===== src/rtl/dac_cmd_pkg.sv =====
`timescale 1ns/1ps
package dac_cmd_pkg;

  typedef enum logic [2:0] {
    OP_RAW         = 3'd0,
    OP_SOFT_CLR    = 3'd1,
    OP_SOFT_RST    = 3'd2,
    OP_INIT_REF_HI = 3'd3,
    OP_INIT_REF_LO = 3'd4
  } cmd_op_e;

  typedef enum logic [1:0] {
    SQ_IDLE,
    SQ_CMD,
    SQ_GAP,
    SQ_NOP
  } seq_state_e;

  typedef enum logic [1:0] {
    SH_IDLE,
    SH_RUN,
    SH_TAIL
  } shift_state_e;

  // special-function register select and its fixed addresses / words
  localparam logic [1:0]  SEL_SPECIAL        = 2'd0;
  localparam logic [4:0]  SPC_ADDR_SOFT_CLR  = 5'h02;
  localparam logic [4:0]  SPC_ADDR_SOFT_RST  = 5'h0F;
  localparam logic [4:0]  SPC_ADDR_CTRL      = 5'h0C;
  localparam logic [13:0] SPC_DATA_SOFT_CLR  = 14'h2000;
  localparam logic [13:0] SPC_DATA_SOFT_RST  = 14'h211F;

  // control word bit positions decoded by the DAC
  localparam int CTRL_BIT_REF_2V5 = 12;
  localparam int CTRL_BIT_REF_INT = 10;

endpackage


===== src/rtl/dac_rst_sync.sv =====
`timescale 1ns/1ps
module dac_rst_sync #(
  parameter int STAGES = 2
) (
  input  logic clk,
  input  logic rst_n,
  output logic rst_n_sync
);

  logic [STAGES-1:0] chain_q;

  always_ff @(posedge clk or negedge rst_n) begin
    if (!rst_n) chain_q <= '0;
    else        chain_q <= {chain_q[STAGES-2:0], 1'b1};
  end

  assign rst_n_sync = chain_q[STAGES-1];

endmodule


===== src/rtl/dac_frame_build.sv =====
`timescale 1ns/1ps
module dac_frame_build
  import dac_cmd_pkg::*;
#(
  parameter int FRAME_W = 24,
  parameter int CH_IN_W = 6,
  parameter int CH_W    = 5,
  parameter int NUM_CH  = 40,
  parameter int MODE_W  = 2,
  parameter int DATA_W  = 14,
  parameter int IN_W    = 16
) (
  input  logic [2:0]         op,
  input  logic [MODE_W-1:0]  mode,
  input  logic [CH_IN_W-1:0] chan,
  input  logic               rd,
  input  logic [IN_W-1:0]    data,
  output logic [FRAME_W-1:0] frame,
  output logic               is_read,
  output logic               accept_ok
);

  localparam int MODE_LSB = DATA_W;
  localparam int CH_LSB   = DATA_W + MODE_W;
  localparam int RD_BIT   = CH_LSB + CH_W + 1;

  logic [MODE_W-1:0] sel;
  logic [CH_W-1:0]   addr;
  logic [DATA_W-1:0] payload;
  logic [DATA_W-1:0] ctrl_word;
  logic              unused_data_hi;

  assign unused_data_hi = ^data[IN_W-1:DATA_W];

  always_comb begin
    ctrl_word                   = '0;
    ctrl_word[CTRL_BIT_REF_INT] = 1'b1;
    ctrl_word[CTRL_BIT_REF_2V5] = (op == OP_INIT_REF_HI);
  end

  always_comb begin
    sel       = MODE_W'(SEL_SPECIAL);
    addr      = '0;
    payload   = '0;
    is_read   = 1'b0;
    accept_ok = 1'b0;
    case (op)
      OP_RAW: begin
        sel       = mode;
        addr      = chan[CH_W-1:0];
        payload   = data[DATA_W-1:0];
        is_read   = rd;
        accept_ok = (chan < CH_IN_W'(NUM_CH));
      end
      OP_SOFT_CLR: begin
        addr      = CH_W'(SPC_ADDR_SOFT_CLR);
        payload   = DATA_W'(SPC_DATA_SOFT_CLR);
        accept_ok = 1'b1;
      end
      OP_SOFT_RST: begin
        addr      = CH_W'(SPC_ADDR_SOFT_RST);
        payload   = DATA_W'(SPC_DATA_SOFT_RST);
        accept_ok = 1'b1;
      end
      OP_INIT_REF_HI, OP_INIT_REF_LO: begin
        addr      = CH_W'(SPC_ADDR_CTRL);
        payload   = ctrl_word;
        accept_ok = 1'b1;
      end
      default: accept_ok = 1'b0;
    endcase
  end

  always_comb begin
    frame                      = '0;
    frame[DATA_W-1:0]          = payload;
    frame[MODE_LSB +: MODE_W]  = sel;
    frame[CH_LSB +: CH_W]      = addr;
    frame[RD_BIT]              = is_read;
  end

endmodule


===== src/rtl/dac_spi_shift.sv =====
`timescale 1ns/1ps
module dac_spi_shift
  import dac_cmd_pkg::*;
#(
  parameter int FRAME_W = 24,
  parameter int CLK_DIV = 5
) (
  input  logic               clk,
  input  logic               rst_n,
  input  logic               start,
  input  logic [FRAME_W-1:0] tx_word,
  input  logic               miso,
  output logic               sclk,
  output logic               mosi,
  output logic               cs,
  output logic               done,
  output logic [FRAME_W-1:0] rx_word
);

  localparam int DIV_W = $clog2(CLK_DIV + 1);
  localparam int BIT_W = $clog2(FRAME_W);

  shift_state_e       state_q, state_n;
  logic [DIV_W-1:0]   div_q, div_n;
  logic [BIT_W-1:0]   bit_q, bit_n;
  logic [FRAME_W-1:0] tx_q, tx_n;
  logic [FRAME_W-1:0] rx_q, rx_n;
  logic               sclk_q, sclk_n;
  logic               mosi_q, mosi_n;
  logic               cs_q, cs_n;
  logic               done_q, done_n;
  logic               tick;

  assign tick = (div_q == DIV_W'(CLK_DIV - 1));

  always_comb begin
    state_n = state_q;
    div_n   = div_q;
    bit_n   = bit_q;
    tx_n    = tx_q;
    rx_n    = rx_q;
    sclk_n  = sclk_q;
    mosi_n  = mosi_q;
    cs_n    = cs_q;
    done_n  = 1'b0;
    case (state_q)
      SH_IDLE: begin
        if (start) begin
          state_n = SH_RUN;
          cs_n    = 1'b1;
          tx_n    = tx_word;
          rx_n    = '0;
          div_n   = '0;
          bit_n   = '0;
        end
      end
      SH_RUN: begin
        if (tick) begin
          div_n = '0;
          if (!sclk_q) begin
            sclk_n = 1'b1;
            mosi_n = tx_q[FRAME_W-1];
            tx_n   = {tx_q[FRAME_W-2:0], 1'b0};
          end else begin
            sclk_n = 1'b0;
            rx_n   = {rx_q[FRAME_W-2:0], miso};
            if (bit_q == BIT_W'(FRAME_W - 1)) state_n = SH_TAIL;
            else                              bit_n   = bit_q + 1'b1;
          end
        end else begin
          div_n = div_q + 1'b1;
        end
      end
      SH_TAIL: begin
        if (tick) begin
          div_n   = '0;
          cs_n    = 1'b0;
          done_n  = 1'b1;
          state_n = SH_IDLE;
        end else begin
          div_n = div_q + 1'b1;
        end
      end
      default: state_n = SH_IDLE;
    endcase
  end

  always_ff @(posedge clk or negedge rst_n) begin
    if (!rst_n) begin
      state_q <= SH_IDLE;
      div_q   <= '0;
      bit_q   <= '0;
      tx_q    <= '0;
      rx_q    <= '0;
      sclk_q  <= 1'b0;
      mosi_q  <= 1'b0;
      cs_q    <= 1'b0;
      done_q  <= 1'b0;
    end else begin
      state_q <= state_n;
      div_q   <= div_n;
      bit_q   <= bit_n;
      tx_q    <= tx_n;
      rx_q    <= rx_n;
      sclk_q  <= sclk_n;
      mosi_q  <= mosi_n;
      cs_q    <= cs_n;
      done_q  <= done_n;
    end
  end

  assign sclk    = sclk_q;
  assign mosi    = mosi_q;
  assign cs      = cs_q;
  assign done    = done_q;
  assign rx_word = rx_q;

endmodule


===== src/rtl/dac_cmd_seq.sv =====
`timescale 1ns/1ps
module dac_cmd_seq
  import dac_cmd_pkg::*;
#(
  parameter int FRAME_W    = 24,
  parameter int GAP_CYCLES = 1000,
  parameter int RD_W       = 16
) (
  input  logic               clk,
  input  logic               rst_n,
  input  logic               req_valid,
  input  logic               req_ok,
  input  logic               req_is_read,
  input  logic [FRAME_W-1:0] req_frame,
  output logic               req_ready,
  output logic               cmd_reject,
  output logic               sh_start,
  output logic [FRAME_W-1:0] sh_word,
  input  logic               sh_done,
  input  logic [FRAME_W-1:0] sh_rx,
  output logic               rd_valid,
  output logic [RD_W-1:0]    rd_data
);

  localparam int GAP_W = $clog2(GAP_CYCLES + 1);

  seq_state_e         state_q, state_n;
  logic [GAP_W-1:0]   gap_q, gap_n;
  logic               pend_q, pend_n;
  logic               start_q, start_n;
  logic [FRAME_W-1:0] word_q, word_n;
  logic               rej_q, rej_n;
  logic               rdv_q, rdv_n;
  logic [RD_W-1:0]    rdd_q, rdd_n;
  logic               unused_rx_hi;

  assign unused_rx_hi = ^sh_rx[FRAME_W-1:RD_W];

  always_comb begin
    state_n = state_q;
    gap_n   = gap_q;
    pend_n  = pend_q;
    start_n = 1'b0;
    word_n  = word_q;
    rej_n   = 1'b0;
    rdv_n   = 1'b0;
    rdd_n   = rdd_q;
    case (state_q)
      SQ_IDLE: begin
        if (req_valid) begin
          if (req_ok) begin
            start_n = 1'b1;
            word_n  = req_frame;
            pend_n  = req_is_read;
            state_n = SQ_CMD;
          end else begin
            rej_n = 1'b1;
          end
        end
      end
      SQ_CMD: begin
        if (sh_done) begin
          gap_n   = '0;
          state_n = pend_q ? SQ_GAP : SQ_IDLE;
        end
      end
      SQ_GAP: begin
        if (gap_q == GAP_W'(GAP_CYCLES - 1)) begin
          start_n = 1'b1;
          word_n  = '0;
          state_n = SQ_NOP;
        end else begin
          gap_n = gap_q + 1'b1;
        end
      end
      SQ_NOP: begin
        if (sh_done) begin
          rdv_n   = 1'b1;
          rdd_n   = sh_rx[RD_W-1:0];
          pend_n  = 1'b0;
          state_n = SQ_IDLE;
        end
      end
      default: state_n = SQ_IDLE;
    endcase
  end

  always_ff @(posedge clk or negedge rst_n) begin
    if (!rst_n) begin
      state_q <= SQ_IDLE;
      gap_q   <= '0;
      pend_q  <= 1'b0;
      start_q <= 1'b0;
      word_q  <= '0;
      rej_q   <= 1'b0;
      rdv_q   <= 1'b0;
      rdd_q   <= '0;
    end else begin
      state_q <= state_n;
      gap_q   <= gap_n;
      pend_q  <= pend_n;
      start_q <= start_n;
      word_q  <= word_n;
      rej_q   <= rej_n;
      rdv_q   <= rdv_n;
      rdd_q   <= rdd_n;
    end
  end

  assign req_ready  = (state_q == SQ_IDLE);
  assign cmd_reject = rej_q;
  assign sh_start   = start_q;
  assign sh_word    = word_q;
  assign rd_valid   = rdv_q;
  assign rd_data    = rdd_q;

endmodule


===== src/rtl/dac_cmd_ctrl.sv =====
`timescale 1ns/1ps
module dac_cmd_ctrl #(
  parameter int CLK_DIV    = 5,
  parameter int GAP_CYCLES = 1000,
  parameter int NUM_CH     = 40,
  parameter int FRAME_W    = 24,
  parameter int DATA_W     = 14,
  parameter int IN_W       = 16,
  parameter int MODE_W     = 2,
  parameter int CH_W       = 5,
  parameter int CH_IN_W    = 6,
  parameter int RD_W       = 16
) (
  input  logic               clk,
  input  logic               rst_n,
  input  logic               req_valid,
  output logic               req_ready,
  input  logic [2:0]         req_op,
  input  logic [MODE_W-1:0]  req_mode,
  input  logic [CH_IN_W-1:0] req_chan,
  input  logic               req_read,
  input  logic [IN_W-1:0]    req_data,
  output logic               cmd_reject,
  output logic               rd_valid,
  output logic [RD_W-1:0]    rd_data,
  output logic               spi_sclk,
  output logic               spi_mosi,
  input  logic               spi_miso,
  output logic               spi_cs
);

  logic               rst_n_int;
  logic [FRAME_W-1:0] bld_frame;
  logic               bld_read;
  logic               bld_ok;
  logic               sh_start;
  logic [FRAME_W-1:0] sh_word;
  logic               sh_done;
  logic [FRAME_W-1:0] sh_rx;

  dac_rst_sync #(.STAGES(2)) u_rst (
    .clk        (clk),
    .rst_n      (rst_n),
    .rst_n_sync (rst_n_int)
  );

  dac_frame_build #(
    .FRAME_W (FRAME_W), .CH_IN_W (CH_IN_W), .CH_W (CH_W), .NUM_CH (NUM_CH),
    .MODE_W  (MODE_W),  .DATA_W  (DATA_W),  .IN_W (IN_W)
  ) u_build (
    .op        (req_op),
    .mode      (req_mode),
    .chan      (req_chan),
    .rd        (req_read),
    .data      (req_data),
    .frame     (bld_frame),
    .is_read   (bld_read),
    .accept_ok (bld_ok)
  );

  dac_cmd_seq #(
    .FRAME_W (FRAME_W), .GAP_CYCLES (GAP_CYCLES), .RD_W (RD_W)
  ) u_seq (
    .clk         (clk),
    .rst_n       (rst_n_int),
    .req_valid   (req_valid),
    .req_ok      (bld_ok),
    .req_is_read (bld_read),
    .req_frame   (bld_frame),
    .req_ready   (req_ready),
    .cmd_reject  (cmd_reject),
    .sh_start    (sh_start),
    .sh_word     (sh_word),
    .sh_done     (sh_done),
    .sh_rx       (sh_rx),
    .rd_valid    (rd_valid),
    .rd_data     (rd_data)
  );

  dac_spi_shift #(
    .FRAME_W (FRAME_W), .CLK_DIV (CLK_DIV)
  ) u_shift (
    .clk     (clk),
    .rst_n   (rst_n_int),
    .start   (sh_start),
    .tx_word (sh_word),
    .miso    (spi_miso),
    .sclk    (spi_sclk),
    .mosi    (spi_mosi),
    .cs      (spi_cs),
    .done    (sh_done),
    .rx_word (sh_rx)
  );

endmodule


===== config.mk =====
export PLATFORM = sky130hd
export DESIGN_NAME = dac_cmd_ctrl
export DESIGN_NICKNAME = d
export VERILOG_FILES = /design/src/rtl/dac_cmd_pkg.sv /design/src/rtl/dac_rst_sync.sv /design/src/rtl/dac_frame_build.sv /design/src/rtl/dac_spi_shift.sv /design/src/rtl/dac_cmd_seq.sv /design/src/rtl/dac_cmd_ctrl.sv
export SDC_FILE = /design/constraint.sdc
export NUM_CORES = 1
export LEC_CHECK = 0
export ABC_AREA = 1
export CELL_PAD_IN_SITES_DETAIL_PLACEMENT = 2
export CELL_PAD_IN_SITES_GLOBAL_PLACEMENT = 2
export CORE_ASPECT_RATIO = 0.7
export CORE_UTILIZATION = 31
export DETAILED_ROUTE_END_ITERATION = 16
export GPL_ROUTABILITY_DRIVEN = 0
export PLACE_DENSITY = 0.85
export SLEW_MARGIN = 15
export SYNTH_ARGS = -nofsm -noshare
export SYNTH_HDL_FRONTEND = slang
export SYNTH_SLANG_ARGS = --single-unit

===== constraint.sdc =====
create_clock -name clk -period 3.7 [get_ports clk]
set_clock_uncertainty 0.2 [all_clocks]
set_input_delay 1.11 -clock clk [delete_from_list [all_inputs] [get_ports clk]]
set_output_delay 1.11 -clock clk [all_outputs]
set_load 0.01 [all_outputs]

After elaboration in Yosys (flattened, before gate mapping). Index checks and enable logic that the tools add are counted.

Bits in registers: 112. Bits in latches: 0. RAM bits: 0. ROM bits: 0. Output and inout port bits: 22. Logic and storage cells: 133. Memories: 0.

Add/subtract/negate cells: 3. Multiply operators: 0. Div/mod/pow operators: 0. Magnitude comparators: 1. Eq/ne operators: 25. Shifts and indexed selects: 0. Multiplexer cells: 60. Bitwise logic cells: 1. Reduce and logical (&&, ||, !) cells: 25.

Operators with widths (number): $mux 24 (6); $pmux 24 s2 (2); $pmux 14 s4 (1); $mux 16 (3); $pmux 16 s2 (1); $mux 2 (12); $mux 10 (2); $mux 5 (4); $pmux 10 s2 (1); $pmux 5 s4 (1); $mux 1 (17); $ne 2x1->1 const B (8); $reduce_and 4->1 (4); $reduce_and 5->1 (3); $reduce_bool 2->1 (6); $add 10x1->10 const B (1); $eq 10x10->1 const B (1); $ne 2x2->1 const B (5); $pmux 5 s2 (1); $reduce_and 3->1 (3); $pmux 1 s2 (4); $pmux 2 s4 (1); $eq 2x2->1 const B (3); $eq 3x2->1 const B (2); other kinds (16) (23).

Logic depth before layout (Yosys ltp). Gate-level depths: netlist (run 1).

Word-level depth: 6. Depth in mapped cells: 11. Gate-level depth less buffers: 10.

Modules after synthesis. A second synthesis (run 1) with hierarchy kept.

Cell total of the unflattened synthesis: 710. Area, all modules: 5779.3 µm².

Modules (own cells, without submodules): dac_spi_shift (times used 1, cells an instance 359, area each 3012.9 µm², seq. area each 1551.5 µm²); dac_cmd_seq (times used 1, cells an instance 284, area each 2421.1 µm², seq. area each 1401.3 µm²); dac_frame_build (times used 1, cells an instance 64, area each 291.5 µm², seq. area each 0.0 µm²); dac_rst_sync (times used 1, cells an instance 3, area each 53.8 µm², seq. area each 50.0 µm²).

Worst setup path before layout (run 1). OpenSTA, ideal clock, no wires.

Path type: input -> register. Start point: input port req_op[2]. End point: register u_seq.word_q[18] (netlist: u_seq.sh_word[18]). Setup time: 116 ps. Arrival: 1986 ps. Setup slack: 1397 ps. Stages: 10. Path buffers: 2. Cell sequence: clkbuf_2 -> nor2_4 -> nand2_1 -> nand3_2 -> nand2_2 -> nand3_2 -> buf_6 -> inv_2 -> nand2_1 -> nand2_1.

Word-level cells in the longest chain between the ends: 6.

RTL lines: start, declared (line dac_cmd_ctrl.sv:18) `input logic [2:0] req_op,`; $eq 3x3->1 or $eq 3x2->1 (tied branches) (line dac_frame_build.sv:47) `case (op)`; $reduce_or 2->1; $pmux 5 s4 (line dac_frame_build.sv:47); $mux 24 (line dac_cmd_seq.sv:51) `if (req_ok) begin`; $mux 24 (line dac_cmd_seq.sv:50) `if (req_valid) begin`; $pmux 24 s2 (line dac_cmd_seq.sv:48) `case (state_q)`; end signal, assigned (line dac_cmd_seq.sv:103) `word_q <= word_n;`; end, declared (line dac_cmd_seq.sv:31) `logic [FRAME_W-1:0] word_q, word_n;`.

Several ways; a longest one is shown, not always the timed one. The select of a mux whose other input is x is not followed. A chain may end at the register's enable or synchronous reset.

Worst setup path in the final report (run 1).
Start point: register u_seq.state_q[0]. End point: output port req_ready.

Word-level cells in the longest chain between the ends: 1.

RTL lines: start, declared (line dac_cmd_seq.sv:27) `seq_state_e state_q, state_n;`; start signal, assigned (line dac_cmd_seq.sv:99) `state_q <= state_n;`; $logic_not 2->1 (line dac_cmd_seq.sv:110) `assign req_ready = (state_q == SQ_IDLE);`; end, declared (line dac_cmd_ctrl.sv:17) `output logic req_ready,`.

No other way between the ends.

==> run metrics, run 1 <==
fin crit share=85.15%; drt first pass iters=4; max incr delay on CP=0.62 ns; WHS=0.1578 ns; Mapped Area=0.005084 mm^2; DP HPWL=9.943 mm; Initial Util=32.30%; initial antenna violation count=0; CTS Root Cell=clkbuf_16; min Tclk post-route=3.150 ns; Post-CTS Hold Fix Bufs=0; Avg Inst Size Synth=8.795 um^2; Layout Nets=665; slack of the worst reg-to-reg path=1.16 ns; fill cell count=1,752; storage element area=0.002756 mm^2; Post-CTS Resized=0; status=complete, no violations; kind of critical path=reg2out; Critical Path Source Type=flip-flop; CP Capture Type=primary output; dpl ws=0.3351 ns; Crit path required time=2.39 ns; worst hold endpoint=u_rst.chain_q[1]; drt wl/cell=16.89 um; register clock-pin slew on the reported worst setup and hold paths=0.08 ns; Critical R2R Capture=u_seq.gap_q[8]; grt ovf=0; slowest CP cell=clkdlybuf4s50_1; Pwr Total=0.004181 W; Yosys top cell by area=dfrtp_1; first-pass GRT wire length=23.83 mm; IO Port Bufs=51; Starting DRT DRC Count=154; power per standard cell area=684.3 mW/mm^2; worst r2r src=u_seq.state_q[0]; commonest non-fill, non-tap cell in the layout=nand2_1; Yosys warnings=0; synthesized flop and latch total=110; Ant. Diodes=0; Sum Neg Setup Slack=0 ns; worst hold start=u_rst.chain_q[0]; Routed WL=14.31 mm; final hold vios=0; Leak=2.670 nW; vias=4,143; CTS tree=yes; Reg2Reg Depth=7; largest net degree at the start of global routing=61; clk buf depth=2; Worst Hold Depth=0; Cell Rows=38; die area=0.01692 mm^2; largest cells by area after synthesis=dfrtp_1, nand2_1, inv_1; clock latency at the later pin of the worst-skew pair=0.36 ns; commonest cells after routing, fill and taps aside=nand2_1, dfrtp_1, inv_1; CP Cell Sequence=inv_1 > ha_1 > clkdlybuf4s50_1; RSZ-0062 raised after global routing=false; Hold Path Class=reg2reg; post-synth cell types=40; GRT Total Usage=17.97%; Vias/cell=4.891; # setup viols final=0; fmax=0.3174 GHz; Worst-Margin Slew=0.9853 ns; fin util=38.82%; Slew HR=34.16%; layout cell share with drive strength beyond 1=7.496%; die width=155.1 um; Arr. time, crit path=1.84 ns; DRC=0; Clock H-tree levels=3; Final ANT Viol Nets=0; IO Pins=54; vias in the first global route=4,696; Layout area overhead=20.18%; Mapped Cells=578; CTS Sinks=110; chip height=109.1 um; CORE AREA=0.01574 mm^2; multi-input logic area=0.001936 mm^2; crit-path max FO=6; syn nets=621; final worst slack=0.5496 ns; Post-CTS Setup Inserts=0; share of the synthesized area in the top cell type=54.15%; sequential fraction of the synthesis area=54.15%; Max Cap Viol=0; Worst VDD drop=0.3615 mV; Slew Viols, Final=0; CTS Buf Count=9
[final cells by class]
class | count | area share [%]
flip-flops and latches | 110 | 45.12
multi-input cells | 379 | 31.68
repair buffers | 58 | 9.625
well taps | 220 | 4.505
inverters | 64 | 3.973
clock buffers | 9 | 3.686
clock inverters | 7 | 1.413
[per-layer routing]
metal / routed length (um) / vias up / track usage, %
met5: 0 / - / 0
met4: 207 / 0 / 4.668
met3: 382 / 15 / 3.855
met2: 7235 / 44 / 31.92
met1: 6483 / 2111 / 22.23
li1: - / 1973 / -
[registers in the layout (all words and copies together), names as in the netlist, named ones only]
register and cells:
u_rst.chain_q 2, u_seq.cmd_reject 1, u_seq.gap_q 10, u_seq.pend_q 1, u_seq.rd_data 16, u_seq.rd_valid 1, u_seq.sh_start 1, u_seq.sh_word 22
u_seq.state_q 1, u_shift.bit_q 5, u_shift.cs 1, u_shift.div_q 3, u_shift.done 1, u_shift.mosi 1, u_shift.rx_word 16, u_shift.sclk 1
u_shift.state_q 2, u_shift.tx_q 24
[report_power, final]
group          leakage, nW  total, W  switching [W]  internal (W)
clock network        0.152   0.00101       0.000521      0.000491
logic                 1.06   0.00149        0.00101      0.000485
registers             1.45   0.00168       0.000194       0.00148
[metrics by stage]
step                      instance area, um^2  cells
after detailed placement                 5798    831
after CTS                                6110    847
after global routing                     6110    847
after global placement                   5798    831
after floorplan                          5084    578
final                                    6110    847
[cells by family (layout without fill, tap and decap cells)]
kind of cell	Yosys count	in the layout	share of synthesized area, %
other	1	1	0.07377
xor gates and xnor gates	7	7	1.206
adders and majority gates	11	11	2.707
AOI/OAI and AO/OA	125	125	14.47
DFF	110	110	54.15
and+or+nand+nor	235	235	19.62
buffers and inverters	89	138	7.778
[worst max-delay path by stage]
stage / start / end / slack, ns / cells past startpoint
floorplan: u_rst.chain_q[1] / async pin / 0.21 / 0
global placement: req_op[2] / u_seq.sh_word[22] / 0.44 / 9
detailed placement: req_op[2] / u_seq.sh_word[14] / 0.34 / 9
CTS: u_seq.state_q[0] / req_ready / 0.52 / 3
global route: u_seq.state_q[0] / req_ready / 0.47 / 3
finish: u_seq.state_q[0] / req_ready / 0.55 / 3
[cells in the mapped netlist]
cell type and instances:
nand2_1 158, dfrtp_1 110, inv_1 60, o21ai_0 42, nor2_1 36, a31oi_1 22
nand3_1 18, o21ai_1 17, o22ai_1 16, a21oi_1 15, ha_1 11, buf_2 10
nand4_1 8, clkbuf_1 7, buf_6 5, xor2_1 5, inv_2 3, nand2_2 3
nor3_1 3, o31ai_2 3, a31o_2 2, buf_4 2, nand3_2 2, nor2_4 2
o31ai_1 2, xnor2_1 2, a21oi_2 1, a21oi_4 1, a22o_1 1, a22oi_1 1
and3_1 1, clkbuf_2 1, conb_1 1, inv_4 1, nand2_4 1, nor2_2 1
nor3_4 1, nor4_2 1, o21ai_2 1, o21bai_1 1
[worst max-delay path, delay by kind of cell, from the launching register on]
kind,cells,cell delay [ns]
adder cells (fa/ha/maj),1,0.31
buffers and inverters,2,0.74
flip-flops,1,0.44
Note: power is estimated with default switching activity, not from simulation.
==> inputs of run 2 (changes only) <==
- CTS_CLUSTER_DIAMETER: unset -> 80
==> results of run 2 <==
Final layout, timing and power as in run 1 (identical DEF).
